==> src/rtl/cr_timer_pkg.sv <==
package cr_timer_pkg;
  // control register bit positions
  localparam int CB_OVF  = 7;
  localparam int CB_EXT  = 6;
  localparam int CB_RXB  = 5;
  localparam int CB_TXB  = 4;
  localparam int CB_EXEN = 3;
  localparam int CB_RUN  = 2;
  localparam int CB_SRC  = 1;
  localparam int CB_CAP  = 0;
  localparam int CTRL_W  = 8;

  typedef enum logic [1:0] {
    RA_CTRL   = 2'd0,
    RA_COUNT  = 2'd1,
    RA_CAPREL = 2'd2,
    RA_NONE   = 2'd3
  } reg_addr_e;
endpackage

==> src/rtl/cr_timer_fall.sv <==
module cr_timer_fall #(
  parameter int STAGES = 2
) (
  input  logic clk,
  input  logic rst_n,
  input  logic pin,
  output logic fall
);
  // STAGES synchroniser flops followed by one history flop
  logic [STAGES:0] sh_q, sh_d;

  always_comb begin
    sh_d = {sh_q[STAGES-1:0], pin};
  end

  always_ff @(posedge clk or negedge rst_n) begin
    if (!rst_n) sh_q <= '1;
    else        sh_q <= sh_d;
  end

  assign fall = sh_q[STAGES] & ~sh_q[STAGES-1];
endmodule

==> src/rtl/cr_timer_presc.sv <==
module cr_timer_presc #(
  parameter int TIMER_DIV = 12,
  parameter int BAUD_DIV  = 2
) (
  input  logic clk,
  input  logic rst_n,
  input  logic en,
  input  logic fast,
  output logic tick
);
  localparam int MAXDIV = (TIMER_DIV > BAUD_DIV) ? TIMER_DIV : BAUD_DIV;
  localparam int W      = $clog2(MAXDIV + 1);
  localparam logic [W-1:0] LIM_T = W'(TIMER_DIV - 1);
  localparam logic [W-1:0] LIM_B = W'(BAUD_DIV - 1);

  logic [W-1:0] cnt_q, cnt_d;
  logic [W-1:0] limit;

  always_comb begin
    limit = fast ? LIM_B : LIM_T;
    tick  = 1'b0;
    cnt_d = cnt_q;
    if (!en) begin
      cnt_d = '0;
    end else if (cnt_q >= limit) begin
      cnt_d = '0;
      tick  = 1'b1;
    end else begin
      cnt_d = cnt_q + 1'b1;
    end
  end

  always_ff @(posedge clk or negedge rst_n) begin
    if (!rst_n) cnt_q <= '0;
    else        cnt_q <= cnt_d;
  end
endmodule

==> src/rtl/cr_timer_core.sv <==
module cr_timer_core
  import cr_timer_pkg::*;
#(
  parameter int CNT_W = 16
) (
  input  logic              clk,
  input  logic              rst_n,
  input  logic              wr_ctrl,
  input  logic              wr_count,
  input  logic              wr_caprel,
  input  logic [CNT_W-1:0]  wdata,
  input  logic              inc,
  input  logic              trig_fall,
  output logic [CTRL_W-1:0] ctrl_q,
  output logic [CNT_W-1:0]  count_q,
  output logic [CNT_W-1:0]  caprel_q,
  output logic              baud_q
);
  logic [CTRL_W-1:0] ctrl_d;
  logic [CNT_W-1:0]  count_d, caprel_d;
  logic              baud_d;
  logic              baud_mode, ext_evt, trig_cap, trig_rel, ovf, auto_rel;

  always_comb begin
    baud_mode = ctrl_q[CB_RXB] | ctrl_q[CB_TXB];
    ext_evt   = trig_fall & ctrl_q[CB_EXEN];
    trig_cap  = ext_evt & ~baud_mode &  ctrl_q[CB_CAP];
    trig_rel  = ext_evt & ~baud_mode & ~ctrl_q[CB_CAP];
    ovf       = inc & (&count_q);
    auto_rel  = baud_mode | ~ctrl_q[CB_CAP];

    // counter: software write, then trigger reload, then overflow, then step
    count_d = count_q;
    if (wr_count)      count_d = wdata;
    else if (trig_rel) count_d = caprel_q;
    else if (ovf)      count_d = auto_rel ? caprel_q : '0;
    else if (inc)      count_d = count_q + 1'b1;

    caprel_d = caprel_q;
    if (wr_caprel)     caprel_d = wdata;
    else if (trig_cap) caprel_d = count_q;

    ctrl_d = wr_ctrl ? wdata[CTRL_W-1:0] : ctrl_q;
    if (ovf && !baud_mode) ctrl_d[CB_OVF] = 1'b1;
    if (ext_evt)           ctrl_d[CB_EXT] = 1'b1;

    baud_d = ovf & baud_mode;
  end

  always_ff @(posedge clk or negedge rst_n) begin
    if (!rst_n) begin
      ctrl_q   <= '0;
      count_q  <= '0;
      caprel_q <= '0;
      baud_q   <= 1'b0;
    end else begin
      ctrl_q   <= ctrl_d;
      count_q  <= count_d;
      caprel_q <= caprel_d;
      baud_q   <= baud_d;
    end
  end
endmodule

==> src/rtl/cr_timer.sv <==
module cr_timer
  import cr_timer_pkg::*;
#(
  parameter int CNT_W       = 16,
  parameter int TIMER_DIV   = 12,
  parameter int BAUD_DIV    = 2,
  parameter int SYNC_STAGES = 2
) (
  input  logic             clk,
  input  logic             rst_n,
  input  logic             bus_we,
  input  logic [1:0]       bus_addr,
  input  logic [CNT_W-1:0] bus_wdata,
  output logic [CNT_W-1:0] bus_rdata,
  input  logic             cnt_pin,
  input  logic             trig_pin,
  output logic             irq,
  output logic             baud_tick
);
  localparam int NPINS = 2;

  logic [NPINS-1:0]  pin_vec, fall_vec;
  logic [CTRL_W-1:0] ctrl_q;
  logic [CNT_W-1:0]  count_q, caprel_q;
  logic              pre_tick, pre_en, baud_mode, inc;
  logic              wr_ctrl, wr_count, wr_caprel;
  reg_addr_e         addr_e;

  assign pin_vec = {trig_pin, cnt_pin};

  for (genvar gi = 0; gi < NPINS; gi++) begin : g_pin
    cr_timer_fall #(.STAGES(SYNC_STAGES)) u_fall (
      .clk  (clk),
      .rst_n(rst_n),
      .pin  (pin_vec[gi]),
      .fall (fall_vec[gi])
    );
  end

  always_comb begin
    addr_e    = reg_addr_e'(bus_addr);
    baud_mode = ctrl_q[CB_RXB] | ctrl_q[CB_TXB];
    pre_en    = ctrl_q[CB_RUN] & ~ctrl_q[CB_SRC];
    inc       = ctrl_q[CB_RUN] & (ctrl_q[CB_SRC] ? fall_vec[0] : pre_tick);
    wr_ctrl   = bus_we && (addr_e == RA_CTRL);
    wr_count  = bus_we && (addr_e == RA_COUNT);
    wr_caprel = bus_we && (addr_e == RA_CAPREL);
  end

  cr_timer_presc #(.TIMER_DIV(TIMER_DIV), .BAUD_DIV(BAUD_DIV)) u_presc (
    .clk  (clk),
    .rst_n(rst_n),
    .en   (pre_en),
    .fast (baud_mode),
    .tick (pre_tick)
  );

  cr_timer_core #(.CNT_W(CNT_W)) u_core (
    .clk      (clk),
    .rst_n    (rst_n),
    .wr_ctrl  (wr_ctrl),
    .wr_count (wr_count),
    .wr_caprel(wr_caprel),
    .wdata    (bus_wdata),
    .inc      (inc),
    .trig_fall(fall_vec[1]),
    .ctrl_q   (ctrl_q),
    .count_q  (count_q),
    .caprel_q (caprel_q),
    .baud_q   (baud_tick)
  );

  always_comb begin
    case (addr_e)
      RA_CTRL:   bus_rdata = {{(CNT_W-CTRL_W){1'b0}}, ctrl_q};
      RA_COUNT:  bus_rdata = count_q;
      RA_CAPREL: bus_rdata = caprel_q;
      default:   bus_rdata = '0;
    endcase
  end

  assign irq = ctrl_q[CB_OVF] | ctrl_q[CB_EXT];
endmodule

==> config.mk <==
export PLATFORM = sky130hd
export DESIGN_NAME = cr_timer
export DESIGN_NICKNAME = d
export VERILOG_FILES = /design/src/rtl/cr_timer_pkg.sv /design/src/rtl/cr_timer_fall.sv /design/src/rtl/cr_timer_presc.sv /design/src/rtl/cr_timer_core.sv /design/src/rtl/cr_timer.sv
export SDC_FILE = /design/constraint.sdc
export NUM_CORES = 1
export LEC_CHECK = 0
export ABC_AREA = 1
export BUFFER_PORTS_ARGS = -buffer_cell sky130_fd_sc_hd__buf_2
export CORE_ASPECT_RATIO = 1.1
export CORE_UTILIZATION = 45
export CTS_CLUSTER_SIZE = 20
export DETAILED_ROUTE_END_ITERATION = 10
export GPL_TIMING_DRIVEN = 0
export PLACE_DENSITY_LB_ADDON = 0.12
export SLEW_MARGIN = 20
export SYNTH_ARGS = -nofsm -noshare
export SYNTH_HDL_FRONTEND = slang
export SYNTH_HIERARCHICAL = 1
export SYNTH_SLANG_ARGS = --single-unit
==> constraint.sdc <==
create_clock -name clk -period 2.2 [get_ports clk]
set_input_delay 0.22 -clock clk [delete_from_list [all_inputs] [get_ports clk]]
set_output_delay 0.22 -clock clk [all_outputs]
set_load 0.02 [all_outputs]
==> results of run 1 <==
-- flip-flops by register name (all words and copies together), names as in the netlist --
signal             cells
u_core/baud_q          1
g_pin.u_fall/sh_q      6
u_core/ctrl_q          8
u_core/caprel_q       16
u_presc/cnt_q          4
u_core/count_q        16
-- stage by stage --
| stage | setup WS [ps] | hold slack [ps] | utilization, % | cell area, um2 |
|---|---|---|---|---|
| 2_1_floorplan | -135.7 | -75.59 | - | 3323 |
| 3_3_place_gp | -521.7 | 325.6 | 51.51 | 3630 |
| 6_report | -324.1 | 118.8 | 56.02 | 3948 |
| 4_1_cts | -279.2 | 111.3 | 55.13 | 3885 |
| 3_5_place_dp | -551.3 | 294.9 | 51.54 | 3632 |
| 5_1_grt | -490.8 | 110.4 | 56.02 | 3948 |
-- cell type report --
type | count | area share (%)
plain buffers | 14 | 1.616
well taps | 85 | 2.694
multi-input cells | 375 | 48.94
repair buffers | 50 | 7.227
clock buffers | 5 | 1.743
inverters | 48 | 4.564
clock inverters | 3 | 0.6973
flip-flops and latches | 51 | 32.52
-- synth_stat cells (all sizes together) --
cell / instances
clkbuf: 5
inv: 46
nand4: 6
o211ai: 4
nand3b: 1
nor2: 76
buf: 9
a21boi: 1
xnor2: 1
dfrtp: 45
nand3: 56
xor2: 6
o21bai: 1
o21ai: 34
nor4: 1
clkinv: 2
nor3: 3
or2: 2
nand2: 154
ha: 4
a21oi: 23
dfstp: 6
-- worst paths after layout --
| kind | end | startpoint | cells past startpoint |
|---|---|---|---|
| setup / recovery | u_core/count_q[2] | u_core/ctrl_q[4] | 16 |
| hold / removal | u_core/ctrl_q[0] | bus_wdata[0] | 3 |
| setup reg to reg | u_core/count_q[2] | u_core/ctrl_q[4] | 16 |
| hold reg to reg | g_pin[0].u_fall/sh_q[1] | g_pin[0].u_fall/sh_q[0] | 0 |
| max in group asynchronous | u_core/caprel_q[12] | rst_n | 2 |
| min in group asynchronous | u_presc/cnt_q[3] | rst_n | 2 |
-- critical path, stage by stage, from the launching register on --
cell and delay (ps):
dfrtp_1 390, or2_4 280, ha_4 280, inv_2 30
nor2_2 80, nand2_2 70, a21boi_2 130, o21ai_1 80
nor2_2 170, nand3_2 120, nor2_4 140, nand4_4 200
nand2_8 170, nand2_8 100, nor2_4 130, o21ai_2 50
nand2_1 60
-- layer usage --
layer | up-vias | part of all wire [%] | global-route usage (%)
li1 | 1678 | - | -
met1 | 1533 | 44 | 34.54
met2 | 113 | 48 | 42.95
met3 | 19 | 5.7 | 3.060
met4 | 0 | 2.2 | 8.333
met5 | - | 0 | 0
-- power by group through the flow --
stage / combinational, mW / clock (mW) / sequential, mW
2_1_floorplan: 1.00 / 0 / 1.48
3_3_place_gp: 1.27 / 0 / 1.59
3_5_place_dp: 1.30 / 0 / 1.59
4_1_cts: 1.35 / 0.605 / 1.57
5_1_grt: 1.57 / 0.639 / 1.62
6_report: 1.39 / 0.592 / 1.58
-- layout by cell type, fill, tap and decap left out, types with 2 or more instances in the layout --
cell | synthesis | layout
a21oi_1 | 22 | 22
buf_2 | 9 | 48
buf_4 | 0 | 8
clkbuf_1 | 5 | 5
clkbuf_8 | 0 | 5
clkinv_1 | 2 | 2
dfrtp_1 | 45 | 45
dfstp_2 | 6 | 6
dlygate4sd3_1 | 0 | 3
ha_1 | 4 | 2
ha_4 | 0 | 2
inv_1 | 42 | 41
inv_2 | 4 | 5
nand2_1 | 149 | 148
nand2_2 | 3 | 4
nand2_8 | 0 | 2
nand3_1 | 55 | 52
nand3_2 | 1 | 4
nand4_1 | 5 | 5
nand4_4 | 1 | 2
nor2_1 | 58 | 55
nor2_2 | 13 | 13
nor2_4 | 5 | 8
nor3_1 | 3 | 3
o211ai_1 | 4 | 4
o21ai_0 | 26 | 24
o21ai_1 | 8 | 6
o21ai_2 | 0 | 4
xor2_1 | 6 | 6
-- logic make-up after synthesis --
logic type,after synthesis
AO/OA/AOI/OAI,63
flip-flops,51
XOR/XNOR,7
AND/OR/NAND/NOR,299
adder cells (fa/ha/maj),4
buffers and inverters,62
-- timing repair --
| item | in CTS | in global routing |
|---|---|---|
| setup buffers | 6 | 1 |
| endpoints found under the setup margin | 18 | 18 |
| hold buffers | 3 | 0 |
| endpoints found under the hold margin | 47 | 0 |
| cloned | 2 | 0 |
| gates resized for setup | 12 | 11 |
| pin swaps | 5 | 4 |
==> out/metrics.cfg, run 1 <==
[grt]
grt_usage_pct = 25.64
grt_max_degree = 52
antenna_found_initial = 0
grt_overflow = 0
grt_pass1_wl_um = 15410
first_global_vias = 3087

[setup_path]
cp.required_ps = 2460
r2r_setup_slack_ps = -320
arrival_ps = 2790
crit_path_max_fanout = 7
worstSetupStartpointType = flop
cp-end-kind = flop
worst-setup-path-type = reg2reg

[sta]
rsz0062_at_grt = yes
maxSlewViolCount = 0
skew_ps = 14.14
max_slew_margin_pct = 35.60
tns_ps = -4493
setup_slack_ps = -324.1
final_hold_viol_count = 0
period_share_pct = 114.7
setup_violations = 17
min_period_ps = 2524
tightest_slew_ps = 958.6
max_freq_mhz = 396.2

[yosys]
synth-xor-area-share_pct = 1.853
synth_top_family_by_area = simple AND/OR/NAND/NOR gates
ys_seq_area_share_pct = 38.80
ys_warn_count = 6
synth_seq_cells = 51
netlist_area_um2 = 3308
synthSimpleGateAreaFrac_pct = 40.36
yosysTopAreaCell = dfrtp_1
post_synth.cell_area_avg_um2 = 6.807
netlist.area_leader.share_pct = 34.04
synthMuxAreaShare_pct = 0
ys_types = 31
synth_compound_area_share_pct = 10.10
synth_nets = 513
ys_top_cells_by_area = dfrtp_1 (34%), nand2_1 (17%), nand3_1 (8.3%), nor2_1 (6.6%), dfstp_2 (4.8%)
synthAdderAreaFrac_pct = 1.513
postSynthCellCount = 486

[pwr]
p_total_mw = 3.568
seqPwrFrac_pct = 44.3
p_leak_nw = 1.957
powerDensity_nw_per_um2 = 903.7
pwr-share-clk_pct = 16.6
p_int_mw = 1.977
p_comb_share_pct = 39.1
p_sw_mw = 1.590
sw_frac_of_total_pct = 44.58
vdd_drop_max_mv = 0.3979

[route]
avgRoutedWirePerCell_um = 15.13
avgViaCountPerCell = 5.298
dr.pass1.iters = 5
drt_iter0_drc = 213
route.final.wire_length_um = 9550
drc_errors = 0
vias = 3343
antenna_left = 0

[clocking]
cts.htree.levels = 2
path_clk_slew_ps = 100
cts_sinks = 51
cts_root_buf = clkbuf_8
cts_buffers = 5
clk-insertion-delay-late_ps = 320
tritoncts = done
clock_path_buffers = 2

[flow_run]
maxCapViolCount = 0

[cells_and_area]
register_area_um2 = 1284
multi_input_area_um2 = 1932
drive_above_1_share_pct = 21.98
syn2layout_area_growth_pct = 19.33
antennaDiodeCount = 0
fin_nets = 572
finalNonFillerCells = 631
fill_cells = 736

[hold_path]
hold_path_class = in2reg

[floorplan]
dieWidth_um = 83.75
io_pins = 41
die_height_um = 91.93
initial_utilization_pct = 46.95
std_cell_rows = 32
core_area_um2 = 7047
die-area_um2 = 7699

[run_status]
outcome = complete, but fails checks
failed_checks = setup timing

[place]
hpwlAfterDp_um = 6680
place_congestion = 0.8809
io_buffers = 40
dp_cells = 611

Note: power is estimated with default switching activity, not from simulation.
==> run 2, diff against run 1 <==
==> constraint.sdc (replaced) <==
create_clock -name clk -period 2.2 [get_ports clk]
set_input_delay 0 -clock clk [delete_from_list [all_inputs] [get_ports clk]]
set_output_delay 0 -clock clk [all_outputs]
set_load 0.02 [all_outputs]
==> out/metrics.cfg, run 2 (synthesized netlist as in run 1, its figures left out) <==
[sta]
final_hold_viol_count = 1
hold_ws_ps = -2.803
min_period_ps = 2531
maxSlewViolCount = 0
setup_slack_ps = -331.4
tightest_slew_ps = 911.9
rsz0062_at_grt = yes
max_slew_margin_pct = 38.74
setup_violations = 17
period_share_pct = 115.1
max_freq_mhz = 395.0
skew_ps = 13.19
tns_ps = -4597

[route]
drt_iter0_drc = 241
vias = 3381
dr.pass1.iters = 5
drc_errors = 0
avgRoutedWirePerCell_um = 15.00
avgViaCountPerCell = 5.316
antenna_left = 0
route.final.wire_length_um = 9541

[setup_path]
crit_family = simple AND/OR/NAND/NOR gates
r2r-end = u_core/count_q[2]
cpPeakStageDelay_ps = 390
crit_path_max_fanout = 7
cp_num_cells = 16
crit_slowest_cell = dfrtp_1
rr_worst_depth = 16
arrival_ps = 2790
worstSetupStartpointType = flop
cp.required_ps = 2460
worst-setup-path-type = reg2reg
cp-end-kind = flop
worstSetupStartpoint = u_core/ctrl_q[4]
worst-path-buf-inv = 1
crit-reg2reg-launch = u_core/ctrl_q[4]
crit_path_end = u_core/count_q[2]
r2r_setup_slack_ps = -330
worstPathCellList = or2_4 > ha_4 > inv_2 > nor2_2 > nand2_2 > a21boi_2 > o21ai_1 > nor2_2 > nand3_2 > nor2_4 > nand4_4 > nand2_8 > nand2_8 > nor2_4 > o21ai_2 > nand2_1

[grt]
grt_pass1_wl_um = 15440
grt_max_degree = 52
first_global_vias = 3100
grt_usage_pct = 25.68
antenna_found_initial = 0
grt_overflow = 0

[cells_and_area]
final_common_cell = nand2_1
antennaDiodeCount = 0
top_regs = u_core/caprel_q: 16 flops, u_core/count_q: 16 flops, u_core/ctrl_q: 8 flops
fin_util_pct = 56.73
design_area_um2 = 3998
most-common-layout-cells = nand2_1 (148), nor2_1 (55), nand3_1 (52)
syn2layout_area_growth_pct = 20.84
drive_above_1_share_pct = 21.78
fill_cells = 731
fin_nets = 577

[clocking]
cts_sinks = 51
path_clk_slew_ps = 110
tritoncts = done
cts_buffers = 5
cts.htree.levels = 2
cts_root_buf = clkbuf_8
clk-insertion-delay-late_ps = 320
clock_path_buffers = 2

[floorplan]
io_pins = 41
initial_utilization_pct = 46.95
std_cell_rows = 32
dieWidth_um = 83.75
die_height_um = 91.93
die-area_um2 = 7699
core_area_um2 = 7047

[place]
place_congestion = 0.8809
hpwlAfterDp_um = 6680
dpl-instance-area_um2 = 3632
io_buffers = 40

[run_status]
outcome = complete, but fails checks
failed_checks = hold timing, setup timing

[flow_run]
maxCapViolCount = 0

[hold_path]
hold_path_class = in2reg
min_from = bus_wdata[11]

[pwr]
powerDensity_nw_per_um2 = 892.0
vdd_drop_max_mv = 0.3972
p_leak_nw = 1.977

run 2: cell count changes in the layout (fill, tap and decap cells not counted):
cell | before | now
dlygate4sd3_1 | 3 | 8
run 2: repair_timing:
action                                  CTS  global route
endpoints found under the hold margin    52             0
setup buffers                             6             1
resized for setup                        12            11
hold buffers                              8             0
pin swaps                                 5             4
endpoints found under the setup margin   18            18
cloned                                    2             0
run 2: report_power, final:
part	internal, mW	leakage, nW	switching, mW
Combinational	0.524	1.31	0.874
Sequential	1.22	0.624	0.353
Clock	0.237	0.0467	0.355
Total	1.98	1.98	1.58
run 2: worst min path at each step:
stage / to / cells after the start
6_report: u_core/caprel_q[11] / 3
5_1_grt: u_core/caprel_q[8] / 3
4_1_cts: u_core/caprel_q[10] / 3
3_5_place_dp: u_presc/cnt_q[3] / 1
3_3_place_gp: g_pin[0].u_fall/sh_q[0] / 1
2_1_floorplan: u_core/baud_q / 0
run 2: cell type report:
type | count | area (um2) | area share, %
Buffer | 14 | 63.81 | 1.596
Clock buffer | 5 | 68.82 | 1.721
Clock inverter | 3 | 27.53 | 0.6886
Inverter | 48 | 180.2 | 4.507
Multi-Input combinational cell | 375 | 1932 | 48.33
Sequential cell | 51 | 1284 | 32.11
Tap cell | 85 | 106.4 | 2.660
Timing Repair Buffer | 55 | 335.3 | 8.388
run 2: per-layer routing:
| layer | share of wire [%] | track usage [%] | up-vias |
|---|---|---|---|
| met5 | 0 | 0 | - |
| met4 | 2.1 | 8.333 | 0 |
| met3 | 7.1 | 3.060 | 18 |
| met2 | 48 | 43.09 | 135 |
| met1 | 43 | 34.54 | 1541 |
| li1 | - | - | 1687 |
run 2: worst reg2reg max path: stages (launching register included):
cell and delay (ps):
dfrtp_1 390, or2_4 280, ha_4 280, inv_2 30
nor2_2 80, nand2_2 70, a21boi_2 130, o21ai_1 80
nor2_2 170, nand3_2 120, nor2_4 140, nand4_4 200
nand2_8 170, nand2_8 100, nor2_4 130, o21ai_2 50
nand2_1 60
run 2: per-stage QoR:
stage	setup WS (ps)	hold slack, ps	std cells	power, mW
floorplan	-135.7	-295.6	486	2.484
global placement	-521.7	105.6	611	2.862
detailed placement	-551.3	74.94	611	2.892
CTS	-279.2	0.04111	635	3.535
global route	-490.8	6.965	636	3.839
finish	-331.4	-2.803	636	3.566
==> run 3, diff against run 2 <==
==> constraint.sdc (replaced) <==
create_clock -name clk -period 2.95 [get_ports clk]
set_input_delay 0 -clock clk [delete_from_list [all_inputs] [get_ports clk]]
set_output_delay 0 -clock clk [all_outputs]
set_load 0.02 [all_outputs]
==> out/metrics.cfg, run 3 (synthesized netlist as in run 1, its figures left out) <==
[cells_and_area]
most-common-layout-cells = nand2_1 (149), nor2_1 (56), nand3_1 (54)
fin_nets = 577
register_area_um2 = 1284
multi_input_area_um2 = 1836
fin_util_pct = 55.34
syn2layout_area_growth_pct = 17.89
antennaDiodeCount = 0
top_regs = u_core/caprel_q: 16 flops, u_core/count_q: 16 flops, u_core/ctrl_q: 8 flops
final_common_cell = nand2_1
design_area_um2 = 3900
finalNonFillerCells = 636
fill_cells = 717
drive_above_1_share_pct = 19.42

[sta]
rsz0062_at_grt = no
max_slew_margin_pct = 38.21
max_freq_mhz = 362.7
tns_ps = 0
setup_violations = 0
period_share_pct = 93.46
maxSlewViolCount = 0
final_hold_viol_count = 0
skew_ps = 6.710
min_period_ps = 2757
tightest_slew_ps = 919.7

[route]
drt_iter0_drc = 264
avgRoutedWirePerCell_um = 15.69
antenna_left = 0
dr.pass1.iters = 5
avgViaCountPerCell = 5.327
route.final.wire_length_um = 9977
drc_errors = 0
vias = 3388

[setup_path]
worstPathCellList = or2_2 > ha_4 > inv_1 > nor2_1 > nand2_1 > a21boi_1 > o21ai_0 > nor2_2 > nand3_2 > nor2_4 > nand4_4 > nand2_8 > nand2_4 > nor2_2 > o21ai_1 > nand2_1
worstSetupStartpointType = flop
worst-setup-path-type = reg2reg
cp.required_ps = 3200
cp-end-kind = flop
cpPeakStageDelay_ps = 390
crit_path_max_fanout = 7
crit_slowest_cell = dfrtp_1
arrival_ps = 3010

[floorplan]
dieWidth_um = 83.75
core_area_um2 = 7047
std_cell_rows = 32
die-area_um2 = 7699
io_pins = 41
die_height_um = 91.93
initial_utilization_pct = 46.95

[clocking]
cts_root_buf = clkbuf_8
tritoncts = done
cts_sinks = 51
cts_buffers = 5
clock_path_buffers = 2
clk-insertion-delay-late_ps = 310
path_clk_slew_ps = 100
cts.htree.levels = 2

[pwr]
p_total_mw = 2.628
vdd_drop_max_mv = 0.2888
p_leak_nw = 1.952
powerDensity_nw_per_um2 = 673.8
seqPwrFrac_pct = 45.2
p_sw_mw = 1.164
p_int_mw = 1.464
p_comb_share_pct = 38.5
sw_frac_of_total_pct = 44.30
pwr-share-clk_pct = 16.3

[grt]
antenna_found_initial = 0
grt_max_degree = 52
grt_pass1_wl_um = 16120
grt_overflow = 0
grt_usage_pct = 26.98
first_global_vias = 3120

[place]
hpwlAfterDp_um = 6966
dpl-instance-area_um2 = 3617
dp_cells = 611
io_buffers = 40
place_congestion = 0.8586

[run_status]
outcome = complete, no violations

[hold_path]
hold_path_class = in2reg

[flow_run]
maxCapViolCount = 0

## run 3: cell count changes in the layout (fill, tap and decap cells not counted), sizes merged
cell	delta
clkinvlp	+1
buf	-1
inv	-1
dlygate4sd3	+1
## run 3: critical path, delay by kind of cell, from the launching register on
kind	cells	cell delay, ps
DFF	1	390
buffers and inverters	1	30
adders and majority gates	1	290
AOI/OAI and AO/OA	3	300
and+or+nand+nor	11	1680
## run 3: worst paths after layout
path / startpoint / endpoint / slack, ps / cells after the start
setup / recovery: u_core/ctrl_q[5] / u_core/count_q[5] / 190 / 16
hold / removal: bus_wdata[9] / u_core/caprel_q[9] / 5 / 3
setup reg to reg: u_core/ctrl_q[5] / u_core/count_q[5] / 190 / 16
hold reg to reg: g_pin[1].u_fall/sh_q[0] / g_pin[1].u_fall/sh_q[1] / 360 / 0
max in group asynchronous: rst_n / u_core/count_q[3] / 2240 / 2
min in group asynchronous: rst_n / u_presc/cnt_q[2] / 260 / 2
## run 3: cell type report
cell class / count / area share, %
plain buffers: 14 / 1.636
clock buffers: 5 / 1.765
clock inverters: 3 / 0.6096
inverters: 48 / 4.620
multi-input cells: 375 / 47.06
flip-flops and latches: 51 / 32.92
well taps: 85 / 2.727
repair buffers: 55 / 8.662
## run 3: power groups by stage
| stage | Clock [mW] | Combinational (mW) | Sequential, mW |
|---|---|---|---|
| finish | 0.429 | 1.01 | 1.19 |
| global route | 0.465 | 1.16 | 1.22 |
| CTS | 0.439 | 0.981 | 1.19 |
| detailed placement | 0 | 0.967 | 1.20 |
| global placement | 0 | 0.949 | 1.19 |
| floorplan | 0 | 0.742 | 1.10 |
## run 3: through the flow
step	hold slack, ps	worst slack, ps
floorplan	-295.6	535.5
global placement	104.5	51.27
detailed placement	82.31	23.94
CTS	1.572	11.65
global route	16.38	7.601
finish	4.928	192.8
## run 3: repair_timing
| action | in CTS | in global routing |
|---|---|---|
| setup endpoints to repair | 2 | 16 |
| setup buffers | 0 | 6 |
| pin swaps | 0 | 3 |
| endpoints found under the hold margin | 53 | 0 |
| resized for setup | 1 | 5 |
| cloned | 0 | 2 |
| hold buffers | 9 | 0 |
## run 3: routing by layer
layer / GRT usage (%) / vias up / part of all wire (%)
met3: 3.600 / 24 / 4.8
met2: 46.48 / 120 / 49
met1: 35.29 / 1556 / 44
met4: 8.051 / 0 / 2.0
met5: 0 / - / 0
li1: - / 1688 / -
